<file path="config.mk">
export PLATFORM = sky130hd
export DESIGN_NAME = gpio_port_regs
export DESIGN_NICKNAME = d
export VERILOG_FILES = /design/src/rtl/gpio_port_pkg.sv /design/src/rtl/gpio_mask_reg.sv /design/src/rtl/gpio_in_sync.sv /design/src/rtl/gpio_rd_port.sv /design/src/rtl/gpio_port_regs.sv
export SDC_FILE = /design/constraint.sdc
export NUM_CORES = 1
export LEC_CHECK = 0
export ABC_AREA = 0
export BUFFER_PORTS_ARGS = -buffer_cell sky130_fd_sc_hd__buf_2
export CAP_MARGIN = 25
export CORE_MARGIN = 2
export CORE_UTILIZATION = 49
export DETAILED_ROUTE_END_ITERATION = 16
export PLACE_DENSITY = 0.9
export SLEW_MARGIN = 10
export SYNTH_ARGS = -nofsm -noshare
export SYNTH_HDL_FRONTEND = slang
export SYNTH_SLANG_ARGS = --single-unit
export TNS_END_PERCENT = 20
</file>
<file path="constraint.sdc">
create_clock -name clk -period 2.1 [get_ports clk]
set_input_delay 0.21 -clock clk [delete_from_list [all_inputs] [get_ports clk]]
set_output_delay 0.21 -clock clk [all_outputs]
set_load 0.005 [all_outputs]
</file>
<file path="src/rtl/gpio_port_pkg.sv">
package gpio_port_pkg;
  localparam int IDX_CFG = 0;
  localparam int IDX_OE  = 1;
  localparam int IDX_OUT = 2;
  localparam int NUM_RW  = 3;
  localparam int IDX_IN  = 3;
  localparam int WORD_STEP = 4;

  function automatic int unsigned plain_word(input int unsigned idx);
    return idx * WORD_STEP;
  endfunction
endpackage

</file>
<file path="src/rtl/gpio_mask_reg.sv">
module gpio_mask_reg #(
  parameter int PINS = 8
) (
  input  logic            clk,
  input  logic            rst,
  input  logic            wr_full,
  input  logic            wr_mask,
  input  logic [PINS-1:0] wval,
  input  logic [PINS-1:0] wsel,
  output logic [PINS-1:0] q,
  output logic [PINS-1:0] nxt
);
  always_comb begin
    if (wr_full)      nxt = wval;
    else if (wr_mask) nxt = (q & ~wsel) | (wval & wsel);
    else              nxt = q;
  end

  always_ff @(posedge clk) begin
    if (rst) q <= '0;
    else     q <= nxt;
  end
endmodule

</file>
<file path="src/rtl/gpio_in_sync.sv">
module gpio_in_sync #(
  parameter int PINS   = 8,
  parameter int STAGES = 2
) (
  input  logic            clk,
  input  logic            rst,
  input  logic [PINS-1:0] d,
  output logic [PINS-1:0] q
);
  logic [STAGES-1:0][PINS-1:0] chain;

  always_ff @(posedge clk) begin
    if (rst) chain[0] <= '0;
    else     chain[0] <= d;
  end

  for (genvar s = 1; s < STAGES; s++) begin : g_stage
    always_ff @(posedge clk) begin
      if (rst) chain[s] <= '0;
      else     chain[s] <= chain[s-1];
    end
  end

  assign q = chain[STAGES-1];
endmodule

</file>
<file path="src/rtl/gpio_rd_port.sv">
module gpio_rd_port
  import gpio_port_pkg::*;
#(
  parameter int PINS      = 8,
  parameter int DATA_W    = 32,
  parameter int ADDR_W    = 6,
  parameter int MASK_BASE = 32
) (
  input  logic                          clk,
  input  logic                          rst,
  input  logic [ADDR_W-1:0]             addr,
  input  logic [NUM_RW-1:0][PINS-1:0]   regs,
  input  logic [PINS-1:0]               in_sync,
  output logic [DATA_W-1:0]             rdata
);
  logic [DATA_W-1:0] rd_nxt;

  always_comb begin
    rd_nxt = '0;
    for (int r = 0; r < NUM_RW; r++) begin
      if (addr == ADDR_W'(plain_word(r)) ||
          addr == ADDR_W'(MASK_BASE + plain_word(r)))
        rd_nxt[PINS-1:0] = regs[r];
    end
    if (addr == ADDR_W'(plain_word(IDX_IN)))
      rd_nxt[PINS-1:0] = in_sync;
  end

  always_ff @(posedge clk) begin
    if (rst) rdata <= '0;
    else     rdata <= rd_nxt;
  end
endmodule

</file>
<file path="src/rtl/gpio_port_regs.sv">
module gpio_port_regs
  import gpio_port_pkg::*;
#(
  parameter int PINS        = 8,
  parameter int DATA_W      = 32,
  parameter int ADDR_W      = 6,
  parameter int MASK_BASE   = 32,
  parameter int SYNC_STAGES = 2
) (
  input  logic              clk,
  input  logic              rst,
  input  logic [ADDR_W-1:0] bus_addr,
  input  logic [DATA_W-1:0] bus_wdata,
  input  logic              bus_we,
  output logic [DATA_W-1:0] bus_rdata,
  input  logic [PINS-1:0]   pad_in,
  output logic [PINS-1:0]   pad_out,
  output logic [PINS-1:0]   pad_oe
);
  logic [NUM_RW-1:0][PINS-1:0] reg_q;
  logic [NUM_RW-1:0][PINS-1:0] reg_nxt;
  logic [PINS-1:0]             in_s;
  logic [PINS-1:0]             wr_val;
  logic [PINS-1:0]             wr_sel;

  assign wr_val = bus_wdata[PINS-1:0];
  assign wr_sel = bus_wdata[2*PINS-1:PINS];

  for (genvar r = 0; r < NUM_RW; r++) begin : g_reg
    logic hit_full, hit_mask;
    assign hit_full = bus_we && (bus_addr == ADDR_W'(plain_word(r)));
    assign hit_mask = bus_we && (bus_addr == ADDR_W'(MASK_BASE + plain_word(r)));
    gpio_mask_reg #(.PINS(PINS)) u_reg (
      .clk     (clk),
      .rst     (rst),
      .wr_full (hit_full),
      .wr_mask (hit_mask),
      .wval    (wr_val),
      .wsel    (wr_sel),
      .q       (reg_q[r]),
      .nxt     (reg_nxt[r])
    );
  end

  always_ff @(posedge clk) begin
    if (rst) pad_oe <= '0;
    else     pad_oe <= reg_nxt[IDX_CFG] & reg_nxt[IDX_OE];
  end

  assign pad_out = reg_q[IDX_OUT];

  gpio_in_sync #(.PINS(PINS), .STAGES(SYNC_STAGES)) u_sync (
    .clk (clk),
    .rst (rst),
    .d   (pad_in),
    .q   (in_s)
  );

  gpio_rd_port #(
    .PINS(PINS), .DATA_W(DATA_W), .ADDR_W(ADDR_W), .MASK_BASE(MASK_BASE)
  ) u_rd (
    .clk     (clk),
    .rst     (rst),
    .addr    (bus_addr),
    .regs    (reg_q),
    .in_sync (in_s),
    .rdata   (bus_rdata)
  );
endmodule

</file>
==> results of run 1 <==
## per-layer routing
layer,track usage,vias up
met5,0,-
met2,0.347,124
li1,-,1092
met1,0.271,1066
met3,0.0518,13
met4,0.0786,0
## cell type report
cell class / instances / area [µm²]
Fill cell: 463 / 2130
Multi-Input combinational cell: 200 / 1330
Sequential cell: 56 / 1120
Timing Repair Buffer: 69 / 378
Tap cell: 70 / 87.6
Clock buffer: 6 / 72.6
Clock inverter: 2 / 16.3
Inverter: 2 / 7.51
## worst max-delay path, cell delays in order
cell and delay, ns:
buf_2 0.16, or4_1 0.69, or3_4 0.44, o21ai_2 0.18, o211a_1 0.17
## worst max-delay path by stage
stage | end | slack, ns | depth (start not counted)
floorplan | pad_oe[6]$_SDFF_PP0_ | 0.50 | 5
global route | pad_oe[2]$_SDFF_PP0_ | 0.49 | 5
CTS | pad_oe[0]$_SDFF_PP0_ | 0.54 | 5
global placement | pad_oe[2]$_SDFF_PP0_ | 0.25 | 5
finish | pad_oe[0]$_SDFF_PP0_ | 0.51 | 5
detailed placement | pad_oe[0]$_SDFF_PP0_ | 0.22 | 5
## cells in the mapped netlist
library cell	count
and2_1	5
and4_1	1
nor2_1	27
conb_1	1
a32o_1	2
a311oi_1	2
a22oi_1	3
nor4_1	1
nand3_1	3
a221oi_1	6
a21bo_2	1
a41o_1	5
and2_0	1
a21oi_1	1
or4_1	1
nand3b_1	1
nand4_1	11
o211a_1	12
o31ai_1	1
buf_1	1
nor4_2	2
o2bb2ai_1	4
nand4b_1	1
inv_1	1
nand2_1	6
a32oi_1	1
o311a_1	1
nor2b_1	18
nor3_1	14
o21ai_0	4
clkinv_1	1
o21ai_2	4
buf_4	24
nand2b_1	4
buf_2	3
mux2i_1	10
o2111ai_1	8
o21a_1	6
a21boi_0	2
or3_4	1
dfxtp_1	56
mux2_2	6
clkbuf_1	14
## stage by stage
stage | util | setup slack, ns | cells | instance area, µm² | hold slack (ns)
floorplan | - | 0.499 | 300 | 2710 | 0.331
global placement | 0.569 | 0.246 | 397 | 2920 | 0.416
detailed placement | 0.569 | 0.223 | 397 | 2920 | 0.423
CTS | 0.586 | 0.541 | 405 | 3010 | 0.0971
global route | 0.586 | 0.486 | 405 | 3010 | 0.109
finish | 0.586 | 0.514 | 405 | 3010 | 0.104
## cells by family (layout without fill, tap and decap cells)
kind of cell           after synthesis  count (layout)  synth area share
and+or+nand+nor                     97              97             0.201
AOI/OAI and AO/OA                   63              63             0.207
DFF                                 56              56             0.427
buffers and inverters               44              79            0.0987
muxes                               16              16            0.0639
other                                1              24           0.00143
## power by group through the flow
stage          clock, W  combinational (W)  sequential (W)
6_report       0.000578           0.000186         0.00109
5_1_grt        0.000637           0.000203         0.00109
4_1_cts        0.000587           0.000181         0.00109
3_5_place_dp          0           0.000181         0.00111
3_3_place_gp          0           0.000176         0.00111
2_1_floorplan         0           0.000130         0.00111
## cells in the final DEF, fill, tap and decap left out, types with 2 or more instances in the layout
master,synthesis,routed
dfxtp_1,56,56
buf_2,3,56
nor2_1,27,27
conb_1,1,24
nor2b_1,18,18
nor3_1,14,14
buf_4,24,13
o211a_1,12,12
nand4_1,11,11
mux2i_1,10,10
o2111ai_1,8,8
nand2_1,6,6
o21a_1,6,6
mux2_2,6,6
a221oi_1,6,6
and2_1,5,5
a41o_1,5,5
clkbuf_8,0,5
o21ai_0,4,4
nand2b_1,4,4
o21ai_2,4,4
o2bb2ai_1,4,4
nand3_1,3,3
a22oi_1,3,3
nor4_2,2,2
a32o_1,2,2
a21boi_0,2,2
a311oi_1,2,2
==> impl_metrics.ini, run 1 <==
[setup_path]
crit_fanout = 9
path_class = input pin to flip-flop
reg2reg_to = u_rd.rdata[1]$_SDFF_PP0_
cp.required_ns = 2.36
critPathLaunchType = input pin
worstPathArrival_ns = 1.85
ff2ff_path_depth = 3
end_kind = flip-flop
rrSetupSlack_ns = 0.88
cp-startpoint = bus_addr[3]

[synthesis]
netlist_instances = 277
synth_area_per_cell_um2 = 9.47
synth_top_area_frac = 0.427
synth_area_um2 = 2620
synth_cell_types = 43
yosys_warnings = 0
ys_seq_area_frac = 0.427
synthTopCellsByArea = dfxtp_1 (43%), buf_4 (6.9%), o211a_1 (4.6%), nor2b_1 (4.3%), nor2_1 (3.9%)
yosys_register_bits = 56
synth_top_area_cell = dfxtp_1

[grt]
grt_max_degree = 33
antenna_found_initial = 0
grt_pass1_vias = 2103
grt_usage = 0.212
grt-ovfl-total = 0
grt_pass1_wl_mm = 10.1

[clocking]
path_clk_slew_ns = 0.10
cts_sinks = 56
cts_buffers = 5
cts-htree-levels = 2
cts_buffer_depth = 2
ctsHoldBuffers = 0
cts_setup_buffers = 0
clk_latency_ns = 0.30
cts_resized = 0
cts-root-buf = clkbuf_8
cts_tree = done

[pwr]
power_frac_clock = 0.313
p_sw_frac = 0.252
p_comb_frac = 0.101
p_total_w = 0.00185
power.switching_w = 0.000466
power_density_nw_per_um2 = 614
leakage_nw = 1.40
ir_worst_vdd_mv = 0.376
seqPwrFrac = 0.587
internal-power_w = 0.00138

[finish]
nets = 383
syn2layout_area_growth_pct = 14.8
diodes = 0
drive_gt1_frac = 0.269

[route]
detailroute.wirelength.met2_mm = 2.93
routed.top_layer = met4
dr.pass1.iters = 4
detail-route-antenna-nets = 0
drc = 0
dr_wl_met3_um = 588
dr_total_vias = 2295
viasPerCell = 5.67
drt_iter0_drc = 201
route.layer.met1.wl_mm = 2.57
routed_wl_mm = 6.21
wl_per_cell_um = 15.3

[timing]
setup_tns_ns = 0
fin_crit_sh = 0.755
setup_viol = 0
slew_headroom = 0.661
slew_viol_final = 0
finalCriticalPeriod_ns = 1.59
timing.final.hold_violations = 0
worst_pin_slew_ns = 0.508
skew_ns = 0.00704
rsz0062_at_grt = no
fmax_mhz = 630

[floorplan]
dieWidth_um = 77.2
dieArea_um2 = 5960
start_util = 0.510
die_y_um = 77.2
coreArea_um2 = 5140
core.rowCount = 26
io_pins = 97

[hold_path]
min_from = pad_in[4]
worstHoldEndpoint = u_sync.chain[4]$_SDFF_PP0_
min_path_type = input pin to flip-flop
hold_depth = 2

[placement]
hpwl_mm = 4.43
port_buffers = 56
globalplace.congestion = 0.888

[job]
max-cap-violations = 0

[status]
status = finished, final reports clean
No activity file was read; power rests on OpenSTA's default activity.
==> run 2: changes to the inputs <==
--- a/config.mk
+++ b/config.mk
@@ -9,9 +9,9 @@
 export BUFFER_PORTS_ARGS = -buffer_cell sky130_fd_sc_hd__buf_2
 export CAP_MARGIN = 25
 export CORE_MARGIN = 2
-export CORE_UTILIZATION = 49
+export CORE_UTILIZATION = 44
 export DETAILED_ROUTE_END_ITERATION = 16
-export PLACE_DENSITY = 0.9
+export PLACE_DENSITY = 0.86
 export SLEW_MARGIN = 10
 export SYNTH_ARGS = -nofsm -noshare
 export SYNTH_HDL_FRONTEND = slang
==> constraint.sdc (replaced) <==
create_clock -name clk -period 1.44 [get_ports clk]
set_input_delay 0.144 -clock clk [delete_from_list [all_inputs] [get_ports clk]]
set_output_delay 0.144 -clock clk [all_outputs]
set_load 0.005 [all_outputs]
==> impl_metrics.ini, run 2 (synthesis gave the netlist of run 1 again) <==
[finish]
layout_common_cells = dfxtp_1 (56), buf_2 (56), buf_4 (34), nor2_1 (27), conb_1 (24)
instances_no_fill = 432
fin_util = 0.553
diodes = 0
nFillCells = 516
nets = 405
drive_gt1_frac = 0.319
syn2layout_area_growth_pct = 23.3

[route]
wl_per_cell_um = 15.6
detail-route-antenna-nets = 0
dr.pass1.iters = 4
routed_wl_mm = 6.73
viasPerCell = 5.45
dr_total_vias = 2356
drt_iter0_drc = 264
drc = 0

[floorplan]
die_y_um = 81.2
dieWidth_um = 81.2
start_util = 0.448
io_pins = 97
coreArea_um2 = 5850
dieArea_um2 = 6600
core.rowCount = 28

[setup_path]
worstPathArrival_ns = 1.59
path_class = input pin to flip-flop
crit_fanout = 7
cp-startpoint = bus_addr[4]
rrSetupSlack_ns = 0.21
end_kind = flip-flop
ff2ff_path_depth = 3
cpLargestDelayFamily = simple AND/OR/NAND/NOR gates
critPathLaunchType = input pin
critPathBufInv = 1
crit_chain = buf_2, or4_4, or3_4, o21ai_2, o211a_1
reg2reg_to = u_rd.rdata[1]$_SDFF_PP0_
cp.required_ns = 1.71
slowest_delay_ns = 0.59
cp_slowest_cell = or4_4
critPathCapture = pad_oe[0]$_SDFF_PP0_
cp.depth = 5

[timing]
holdWs_ns = 0.0295
skew_ns = 0.00893
setup_viol = 0
slew_viol_final = 0
timing.final.hold_violations = 0
fin_crit_sh = 0.922
setup_tns_ns = 0
rsz0062_at_grt = no
finalCriticalPeriod_ns = 1.33
fmax_mhz = 753

[clocking]
cts_buffers = 5
clk_latency_ns = 0.32
cts_setup_buffers = 0
ctsHoldBuffers = 0
cts_buffer_depth = 2
cts-root-buf = clkbuf_8
cts_tree = done
path_clk_slew_ns = 0.10
cts-htree-levels = 2
cts_resized = 0
cts_sinks = 56

[grt]
grt_max_degree = 20
grt_pass1_vias = 2330
grt-ovfl-total = 0
antenna_found_initial = 0
grt_pass1_wl_mm = 11.0
grt_usage = 0.221

[pwr]
power_density_nw_per_um2 = 914
ir_worst_vdd_mv = 0.544
leakage_nw = 1.53
p_total_w = 0.00296

[placement]
port_buffers = 56
globalplace.congestion = 0.882
dp_cells = 424
hpwl_mm = 4.86

[job]
max-cap-violations = 0

[hold_path]
min_path_type = input pin to flip-flop
hold_depth = 2

[status]
status = finished, final reports clean
[run 2: worst min-delay path by stage]
stage,start,to
2_1_floorplan,bus_wdata[3],g_reg[0].u_reg.q[3]$_SDFF_PP0_
3_3_place_gp,pad_in[2],u_sync.chain[2]$_SDFF_PP0_
3_5_place_dp,pad_in[0],u_sync.chain[0]$_SDFF_PP0_
4_1_cts,pad_in[0],u_sync.chain[0]$_SDFF_PP0_
5_1_grt,pad_in[7],u_sync.chain[7]$_SDFF_PP0_
6_report,pad_in[5],u_sync.chain[5]$_SDFF_PP0_
[run 2: through the flow]
step                setup WS (ns)  instance area (µm²)
floorplan                 -0.0665                 2730
global placement           -0.168                 3120
detailed placement         -0.220                 3120
CTS                         0.116                 3240
global route               0.0818                 3240
finish                      0.112                 3240
[run 2: area by class of cell]
type | instances | area, µm² | area share
clock inverter | 3 | 46.3 | 0.0143
inverter | 2 | 7.51 | 0.00232
timing repair buffer | 91 | 556 | 0.172
multi-input combinational | 200 | 1340 | 0.415
sequential | 56 | 1120 | 0.346
tap | 75 | 93.8 | 0.0290
clock buffer | 5 | 68.8 | 0.0213
[run 2: where the power goes]
group / switching (W) / leakage, nW / internal [W]
clock: 0.000534 / 0.0600 / 0.000528
combinational: 0.000187 / 1.01 / 0.000125
sequential: 0.00000735 / 0.455 / 0.00158
[run 2: per-layer routing]
metal / vias to the layer above / routed length [µm] / track usage
met5: - / 0 / 0
met4: 0 / 98 / 0.0915
met3: 12 / 536 / 0.0533
met2: 114 / 3250 / 0.373
met1: 1100 / 2840 / 0.269
li1: 1130 / - / -
